`config.mk`:
```
export PLATFORM = sky130hd
export DESIGN_NAME = hdlc_fcs_check
export DESIGN_NICKNAME = d
export VERILOG_FILES = /design/src/rtl/hdlc_fcs_pkg.sv /design/src/rtl/fcs_byte_step.sv /design/src/rtl/fcs_len_count.sv /design/src/rtl/hdlc_fcs_check.sv
export SDC_FILE = /design/constraint.sdc
export NUM_CORES = 1
export LEC_CHECK = 0
export ABC_CLOCK_PERIOD_IN_PS = 5500
export BUFFER_PORTS_ARGS = -buffer_cell sky130_fd_sc_hd__buf_2
export CORE_MARGIN = 3
export CORE_UTILIZATION = 50
export DETAILED_ROUTE_END_ITERATION = 8
export PLACE_DENSITY = 0.67
export SYNTH_ARGS = -nofsm -noshare
export SYNTH_HDL_FRONTEND = slang
export SYNTH_HIERARCHICAL = 1
export SYNTH_SLANG_ARGS = --single-unit
export TNS_END_PERCENT = 5
```
`constraint.sdc`:
```
create_clock -name clk_i -period 5.5 [get_ports clk_i]
set_clock_uncertainty 0.05 [all_clocks]
set_input_delay 1.1 -clock clk_i [delete_from_list [all_inputs] [get_ports clk_i]]
set_output_delay 1.1 -clock clk_i [all_outputs]
set_load 0.1 [all_outputs]
```
`src/rtl/hdlc_fcs_pkg.sv`:
```
package hdlc_fcs_pkg;
  localparam int unsigned CRC_W_MAX = 32;
  localparam int unsigned LEN_W     = 3;

  typedef enum logic {MODE_16 = 1'b0, MODE_32 = 1'b1} fcs_mode_e;

  localparam logic [15:0] POLY16    = 16'h8408;
  localparam logic [31:0] POLY32    = 32'hEDB8_8320;
  localparam logic [15:0] PRESET16  = 16'hFFFF;
  localparam logic [31:0] PRESET32  = 32'hFFFF_FFFF;
  localparam logic [15:0] RESIDUE16 = 16'hF0B8;
  localparam logic [31:0] RESIDUE32 = 32'hDEBB_20E3;
  localparam logic [LEN_W-1:0] FCS_BYTES16 = LEN_W'(2);
  localparam logic [LEN_W-1:0] FCS_BYTES32 = LEN_W'(4);
endpackage

```
`src/rtl/fcs_byte_step.sv`:
```
module fcs_byte_step #(
  parameter int unsigned W    = 16,
  parameter logic [W-1:0] POLY = '0
) (
  input  logic [W-1:0] crc_i,
  input  logic [7:0]   data_i,
  output logic [W-1:0] crc_o
);
  always_comb begin
    logic [W-1:0] c;
    logic         fb;
    c = crc_i;
    for (int i = 0; i < 8; i++) begin
      fb = c[0] ^ data_i[i];
      c  = c >> 1;
      if (fb) c = c ^ POLY;
    end
    crc_o = c;
  end
endmodule

```
`src/rtl/fcs_len_count.sv`:
```
module fcs_len_count #(
  parameter int unsigned LEN_W = 3,
  parameter int unsigned SAT   = 4
) (
  input  logic             clk_i,
  input  logic             rst_ni,
  input  logic             start_i,
  input  logic             step_i,
  output logic [LEN_W-1:0] cnt_next_o
);
  localparam logic [LEN_W-1:0] SatVal = LEN_W'(SAT);
  logic [LEN_W-1:0] cnt_q;

  always_comb begin
    if (start_i)                        cnt_next_o = LEN_W'(1);
    else if (step_i && cnt_q < SatVal)  cnt_next_o = cnt_q + LEN_W'(1);
    else                                cnt_next_o = cnt_q;
  end

  always_ff @(posedge clk_i or negedge rst_ni) begin
    if (!rst_ni) cnt_q <= '0;
    else         cnt_q <= cnt_next_o;
  end
endmodule

```
`src/rtl/hdlc_fcs_check.sv`:
```
module hdlc_fcs_check
  import hdlc_fcs_pkg::*;
(
  input  logic       clk_i,
  input  logic       rst_ni,
  input  logic       mode32_i,
  input  logic       valid_i,
  input  logic       sof_i,
  input  logic       eof_i,
  input  logic [7:0] data_i,
  output logic       crc_ok_o,
  output logic       crc_err_o
);
  logic [CRC_W_MAX-1:0] crc_q, crc_next, base32, step32;
  logic [15:0]          base16, step16;
  fcs_mode_e            mode_q, mode_eff;
  logic                 open_q, accept, start, done, match, long_enough;
  logic [LEN_W-1:0]     len_next;
  logic                 ok_q, err_q;

  assign start    = valid_i & sof_i;
  assign accept   = valid_i & (sof_i | open_q);
  assign done     = accept & eof_i;
  assign mode_eff = start ? fcs_mode_e'(mode32_i) : mode_q;
  assign base16   = start ? PRESET16 : crc_q[15:0];
  assign base32   = start ? PRESET32 : crc_q;

  fcs_byte_step #(.W(16), .POLY(POLY16)) u_step16 (
    .crc_i(base16), .data_i(data_i), .crc_o(step16));
  fcs_byte_step #(.W(32), .POLY(POLY32)) u_step32 (
    .crc_i(base32), .data_i(data_i), .crc_o(step32));

  fcs_len_count #(.LEN_W(LEN_W), .SAT(4)) u_len (
    .clk_i(clk_i), .rst_ni(rst_ni), .start_i(start),
    .step_i(accept), .cnt_next_o(len_next));

  always_comb begin
    if (mode_eff == MODE_32) begin
      crc_next    = step32;
      match       = (step32 == RESIDUE32);
      long_enough = (len_next >= FCS_BYTES32);
    end else begin
      crc_next    = {16'h0, step16};
      match       = (step16 == RESIDUE16);
      long_enough = (len_next >= FCS_BYTES16);
    end
  end

  always_ff @(posedge clk_i or negedge rst_ni) begin
    if (!rst_ni) begin
      crc_q  <= '0;
      mode_q <= MODE_16;
      open_q <= 1'b0;
      ok_q   <= 1'b0;
      err_q  <= 1'b0;
    end else begin
      if (accept) begin
        crc_q  <= crc_next;
        mode_q <= mode_eff;
        open_q <= ~eof_i;
      end
      ok_q  <= done & match & long_enough;
      err_q <= done & ~(match & long_enough);
    end
  end

  assign crc_ok_o  = ok_q;
  assign crc_err_o = err_q;
endmodule

```
After elaboration in Yosys (flattened, before gate mapping)

Index checks and enable logic that the tools add are counted.

Register bits after elaboration: 39
Input port bits: 14
Output and inout bits: 2
Word-level logic and storage cells: 79

$add $sub $neg: 1
Order comparisons: 3
Equality and inequality tests: 2
Muxes and demuxes: 24
Bitwise gates (word level): 42
Reduce and logical (&&, ||, !) cells: 1

Operator list:

| operator                                            | count |
|---|---|
| two-way mux 32 bit                                  | 10 |
| two-way mux 16 bit                                  | 9 |
| inverter 13 -> 14 bit                               | 8 |
| equality test 32 bit, second input constant         | 1 |
| inverter 2 -> 3 bit                                 | 8 |
| equality test 16 bit, second input constant         | 1 |
| bitwise XOR 1 bit                                   | 16 |
| AND 1 bit                                           | 7 |
| two-way mux 3 bit                                   | 2 |
| adder 3 x 1 -> 3 bit, second input constant         | 1 |
| >= comparator 3 x 2 -> 1 bit, second input constant | 1 |
| >= comparator 3 bit, second input constant          | 1 |
| less-than comparator 3 bit, second input constant   | 1 |
| two-way mux 1 bit                                   | 3 |
| inverter 1 bit                                      | 2 |
| logical AND 1 bit                                   | 1 |
| bitwise OR 1 bit                                    | 1 |

Longest topological paths before layout

Depth in word-level cells: 23
Gate-level depth with buffers: 11
Mapped depth without buffers: 10

Hierarchy

The synthesis kept the hierarchy.

By module, submodules not included:

| module                    | instances | cells an instance | area an instance (µm²) | seq. area each (µm²) |
|---|---|---|---|---|
| hdlc_fcs_check            | 1         | 206               | 1,888.1                | 900.9 |
| fcs_byte_step at u_step32 | 1         | 70                | 769.5                  | 0.0 |
| fcs_byte_step at u_step16 | 1         | 25                | 372.9                  | 0.0 |
| fcs_len_count             | 1         | 13                | 145.1                  | 75.1 |

Worst setup path before layout

No wires, ideal clock.

Kind: input to register
From: input valid_i
To: register ok_q, in the netlist crc_ok_o
Library setup time: 0.073 ns
Arrival time: 3.715 ns
Required time: 5.377 ns
Setup slack: 1.662 ns
Cell stages on the path: 11
Buffers on the path: 1
Path through: nand2_1 -> clkbuf_1 -> nand2b_1 -> xnor2_2 -> xor2_4 -> xnor3_1 -> xor3_1 -> nor4b_1 -> nand4_1 -> o32ai_2 -> nor2b_1

Elaborated cells between the ends (all ways): 65
Those cells by class: 2 x order compare; 2 x eq/ne; 23 x mux; 37 x bitwise; 1 x reduce/logical

RTL lines:

| element                              | RTL line             | source |
|---|---|---|
| start, declared                      | hdlc_fcs_check.sv:7  | `input logic valid_i,` |
| AND 1 bit (*)                        | hdlc_fcs_check.sv:21 | `assign start = valid_i & sof_i;` |
| two-way mux 16 bit (*)               | hdlc_fcs_check.sv:25 | `assign base16 = start ? PRESET16 : crc_q[15:0];` |
| via base16[7]                        | hdlc_fcs_check.sv:15 | `logic [15:0] base16, step16;` |
| two-way mux 16 bit (*) (3 in a row)  | fcs_byte_step.sv:16  | `if (fb) c = c ^ POLY;` |
| inverter 2 -> 3 bit (no source line) | -                    |  |
| two-way mux 16 bit (*) (4 in a row)  | fcs_byte_step.sv:16  |  |
| bitwise XOR 1 bit (*)                | fcs_byte_step.sv:14  | `fb = c[0] ^ data_i[i];` |
| two-way mux 16 bit (*)               | fcs_byte_step.sv:16  |  |
| equality test 16 bit (*)             | hdlc_fcs_check.sv:44 | `match = (step16 == RESIDUE16);` |
| two-way mux 1 bit (*)                | hdlc_fcs_check.sv:38 | `if (mode_eff == MODE_32) begin` |
| AND 1 bit (*) (2 in a row)           | hdlc_fcs_check.sv:62 | `ok_q <= done & match & long_enough;` |
| end signal, assigned                 | hdlc_fcs_check.sv:62 |  |
| end, declared                        | hdlc_fcs_check.sv:19 | `logic ok_q, err_q;` |

The timed path passes the listed nets; every way through them passes the cells marked *.
A chain may end at the register's enable or synchronous reset.

Worst setup path in the final report

From: input valid_i
To: register ok_q, in the netlist crc_ok_o

Elaborated cells between the ends (all ways): 65
Those cells by class: 2 x order compare; 2 x eq/ne; 23 x mux; 37 x bitwise; 1 x reduce/logical

RTL lines:

| element                                                        | RTL line |
|---|---|
| AND 1 bit (*)                                                  | hdlc_fcs_check.sv:21 |
| two-way mux 16 bit (*)                                         | hdlc_fcs_check.sv:25 |
| via base16[1]                                                  | hdlc_fcs_check.sv:15 |
| two-way mux 16 bit (*)                                         | fcs_byte_step.sv:16 |
| bitwise XOR 1 bit (*)                                          | fcs_byte_step.sv:14 |
| two-way mux 16 bit (*) (4 in a row)                            | fcs_byte_step.sv:16 |
| bitwise XOR 1 bit / two-way mux 16 bit (equally long branches) | fcs_byte_step.sv:14, fcs_byte_step.sv:16 |
| two-way mux 16 bit (*) (3 in a row)                            | fcs_byte_step.sv:16 |
| equality test 16 bit (*)                                       | hdlc_fcs_check.sv:44 |
| two-way mux 1 bit (*)                                          | hdlc_fcs_check.sv:38 |
| AND 1 bit (*) (2 in a row)                                     | hdlc_fcs_check.sv:62 |

Marks and branches as above.

==> results list <==
* Path category of the worst min-delay check: flip-flop to flip-flop
* Width of the die: 85.7 um
- The worst hold path terminates at crc_q[1].
- The worst setup path is launched from an input port.
- Setup total negative slack: 0 ns
- Mean instance size in the synthesized netlist: 10.1 um^2
- The worst setup path is of the input port to flip-flop kind.
- Once detailed placement completed, the half-perimeter wirelength came to 5.35 mm.
* Std cell rows: 28
- Clock tree from TritonCTS: yes
* Number of antenna cells inserted: 0
- From bottom edge to top edge, the die measures 85.7 um.
- Vias in the first global route: 2219
- The number of nets handed over by synthesis was 329.
* Hold-fix buffers at CTS: 0
* Post-CTS Resized: 0
- The first global-routing pass estimated 12.0 mm of wire.
- The detailed router placed 2139 vias in this run.
* Global placer's final weighted congestion: 0.953
* Iteration-0 DRC count of the detailed router: 143
* Worst slew pin tran: 1.29 ns
- Worst skew pair latency: 0.31 ns
- Most area-hungry cell type in the Yosys netlist: sky130_fd_sc_hd__dfrtp_1
- STA classifies the critical path endpoint as a flip-flop.
- Max-cap violations in this run came to 0.
* Clock-pin slew reported for the worst setup and hold paths after clock tree synthesis: 0.08 ns
- IO buf count: 15
* Hold path startpoint: crc_q[1]
- Global routing used 21.3% of the available tracks across all layers.
* Reg-to-reg startpoint: crc_q[1]
* Average wire length per cell after detail routing: 17.6 um
- Antenna violations before repair: 0
- Post-route DRC violation count: 0
- Setup repair after global routing left no endpoint under its margin.
- The hold violation total from the final report is 0.
- For this run, the post-layout net count is 342.
* Sequential element share of the synthesized area: 30.7%
- CTS placed an instance of sky130_fd_sc_hd__clkbuf_8 at the clock tree root.
- Fraction of final layout cells with drive strength greater than 1: 14.6%
- The synthesized netlist contains 37 unique library cells.
- The clock net in this run drives a total of 39 sinks.
- Pin count of the biggest net entering global routing: 51
* Number of buffers between clock root and the deepest sink: 2
* Residual overflow from global routing: 0
* F_max: 240 MHz
- Cells after Synth: 314
- Yosys attributes the largest share of cell area to sky130_fd_sc_hd__dfrtp_1 31%, sky130_fd_sc_hd__xnor2_1 14%, sky130_fd_sc_hd__nand2b_1 6.5%.
- Destination of the worst register-to-register timing path: crc_ok_o
- For this block, the routed nets add up to 7.08 mm of wire.
* Highest-count cells in the layout ignoring fill and taps: 52 x sky130_fd_sc_hd__xnor2_1, 49 x sky130_fd_sc_hd__nand2_1, 39 x sky130_fd_sc_hd__dfrtp_1
- In this run the tightest slew margin relative to its limit is 13.8%.
* Synth Cell Area: 0.00318 mm^2
- STA puts the critical path data required time at 5.69 ns.
* Clock H-tree levels: 2
- Setup violations remaining at the end of the flow were counted as 0.
* Most common cell after layout, fill and taps aside: sky130_fd_sc_hd__xnor2_1
- The die covers 0.00734 mm^2.
- The final max-slew violation count is 0.
- Launching instance or port of the critical path: valid_i
- Buffers added to address setup during post-CTS repair amount to 0.
* Highest net fanout along the worst path: 11
- The number of cells on the worst reg-to-reg path is 9.
* Share of the synthesized area in the top cell type: 30.7%
- Once detail routing completed, the nets flagged for antenna violations numbered 0.
- After detailed routing, the number of vias per cell comes to 5.31.
- Reg2reg setup slack: 2.31 ns
- After layout, the worst path uses 75.6% of the clock period.
* Core Box Area: 0.00603 mm^2
- Worst hold stages: 2
* Area added between synthesis and finish: 8.94%
* Min Clock Period, post-route: 4.16 ns
- In this run, synthesis produced a sequential element count of 39.
- The run finished with clean final reports.
* Data arrival at the endpoint of the critical path: 4.34 ns
- Number of placed I/O pins: 16
* Non-Filler Instances: 403
- The first detailed-routing pass ran for 4 iterations.
* CTS Buf Count: 5
* Number of warnings printed during yosys synthesis: 6
- The initial utilization of the core area, before any placement, comes to 52.7%.
* Cell Count Post-Placement: 395
## per-layer routing
layer | global-route usage (%) | part of all wire, % | routed length (um) | vias up
met5 | 0 | 0 | 0 | -
met1 | 31.9 | 51 | 3590 | 1042
met3 | 3.55 | 2.9 | 204 | 9
met2 | 32.0 | 45 | 3170 | 27
li1 | - | - | - | 1061
met4 | 5.76 | 1.6 | 114 | 0
## area by class of cell
type                            count  area [um^2]
Clock buffer                        5         68.8
Clock inverter                      3         67.6
Fill cell                         557         2570
Inverter                            4         15.0
Multi-Input combinational cell    259         2140
Sequential cell                    39          976
Tap cell                           75         93.8
Timing Repair Buffer               18         97.6
## sequential cells by signal, summed over array words and instances, names as in the netlist
register / cells
crc_q: 32
crc_err_o: 1
open_q: 1
u_len/cnt_q: 3
crc_ok_o: 1
mode_q: 1
## through the flow
stage	cell area (um^2)	hold slack, ns	util (%)	setup WS (ns)
2_1_floorplan	3180	0.391	-	1.66
3_3_place_gp	3320	0.405	55.1	0.983
3_5_place_dp	3320	0.413	55.1	1.00
4_1_cts	3460	0.432	57.4	1.32
5_1_grt	3460	0.451	57.4	1.03
6_report	3460	0.426	57.4	1.34
## cell usage after synthesis
| cell | n |
|---|---|
| sky130_fd_sc_hd__nand4bb_1 | 2 |
| sky130_fd_sc_hd__nor2_2 | 1 |
| sky130_fd_sc_hd__inv_1 | 3 |
| sky130_fd_sc_hd__nor2_1 | 4 |
| sky130_fd_sc_hd__and4b_1 | 2 |
| sky130_fd_sc_hd__o21ai_0 | 33 |
| sky130_fd_sc_hd__xor2_1 | 15 |
| sky130_fd_sc_hd__xnor3_1 | 6 |
| sky130_fd_sc_hd__buf_2 | 2 |
| sky130_fd_sc_hd__nand3_1 | 1 |
| sky130_fd_sc_hd__xnor2_4 | 1 |
| sky130_fd_sc_hd__ha_1 | 1 |
| sky130_fd_sc_hd__a21boi_1 | 1 |
| sky130_fd_sc_hd__xnor2_2 | 8 |
| sky130_fd_sc_hd__and4_1 | 2 |
| sky130_fd_sc_hd__nand2b_1 | 33 |
| sky130_fd_sc_hd__clkbuf_1 | 8 |
| sky130_fd_sc_hd__clkinv_1 | 1 |
| sky130_fd_sc_hd__and3_4 | 1 |
| sky130_fd_sc_hd__o32ai_2 | 1 |
| sky130_fd_sc_hd__xnor2_1 | 52 |
| sky130_fd_sc_hd__nor4b_1 | 4 |
| sky130_fd_sc_hd__nand4_1 | 2 |
| sky130_fd_sc_hd__mux2i_1 | 17 |
| sky130_fd_sc_hd__xor2_2 | 5 |
| sky130_fd_sc_hd__xor2_4 | 1 |
| sky130_fd_sc_hd__a2bb2oi_1 | 1 |
| sky130_fd_sc_hd__buf_4 | 2 |
| sky130_fd_sc_hd__nor4bb_1 | 3 |
| sky130_fd_sc_hd__nor2b_1 | 3 |
| sky130_fd_sc_hd__xor3_1 | 4 |
| sky130_fd_sc_hd__a21oi_1 | 1 |
| sky130_fd_sc_hd__or4_4 | 1 |
| sky130_fd_sc_hd__xor3_4 | 2 |
| sky130_fd_sc_hd__dfrtp_1 | 39 |
| sky130_fd_sc_hd__o21ai_1 | 2 |
| sky130_fd_sc_hd__nand2_1 | 49 |
## worst max-delay path by stage
stage                     to  cells past startpoint
floorplan           crc_ok_o                     11
global placement    crc_ok_o                     11
detailed placement  crc_ok_o                     11
CTS                 crc_ok_o                     11
global route        crc_ok_o                     11
finish              crc_ok_o                     11
## cell families after synthesis
family	Yosys count	synth area share, %
muxes	17	5.36
and+or+nand+nor	108	18.8
buffers and inverters	16	2.21
DFF	39	30.7
adders and majority gates	1	0.394
xor gates and xnor gates	94	35.9
AOI/OAI and AO/OA	39	6.70
## worst max-delay path: stages
cell and delay (ns):
sky130_fd_sc_hd__buf_2 0.14, sky130_fd_sc_hd__nand2_1 0.37, sky130_fd_sc_hd__nand2b_1 0.28, sky130_fd_sc_hd__xnor2_4 0.40, sky130_fd_sc_hd__xor2_4 0.39, sky130_fd_sc_hd__xnor3_1 0.56, sky130_fd_sc_hd__xor3_1 0.26, sky130_fd_sc_hd__nor4b_1 0.24
sky130_fd_sc_hd__nand4_1 0.18, sky130_fd_sc_hd__o32ai_2 0.26, sky130_fd_sc_hd__nor2b_1 0.16
Power is left out: the tool's default activity adds up to more than one toggle a clock period on the data nets, which glitch-free logic cannot reach.
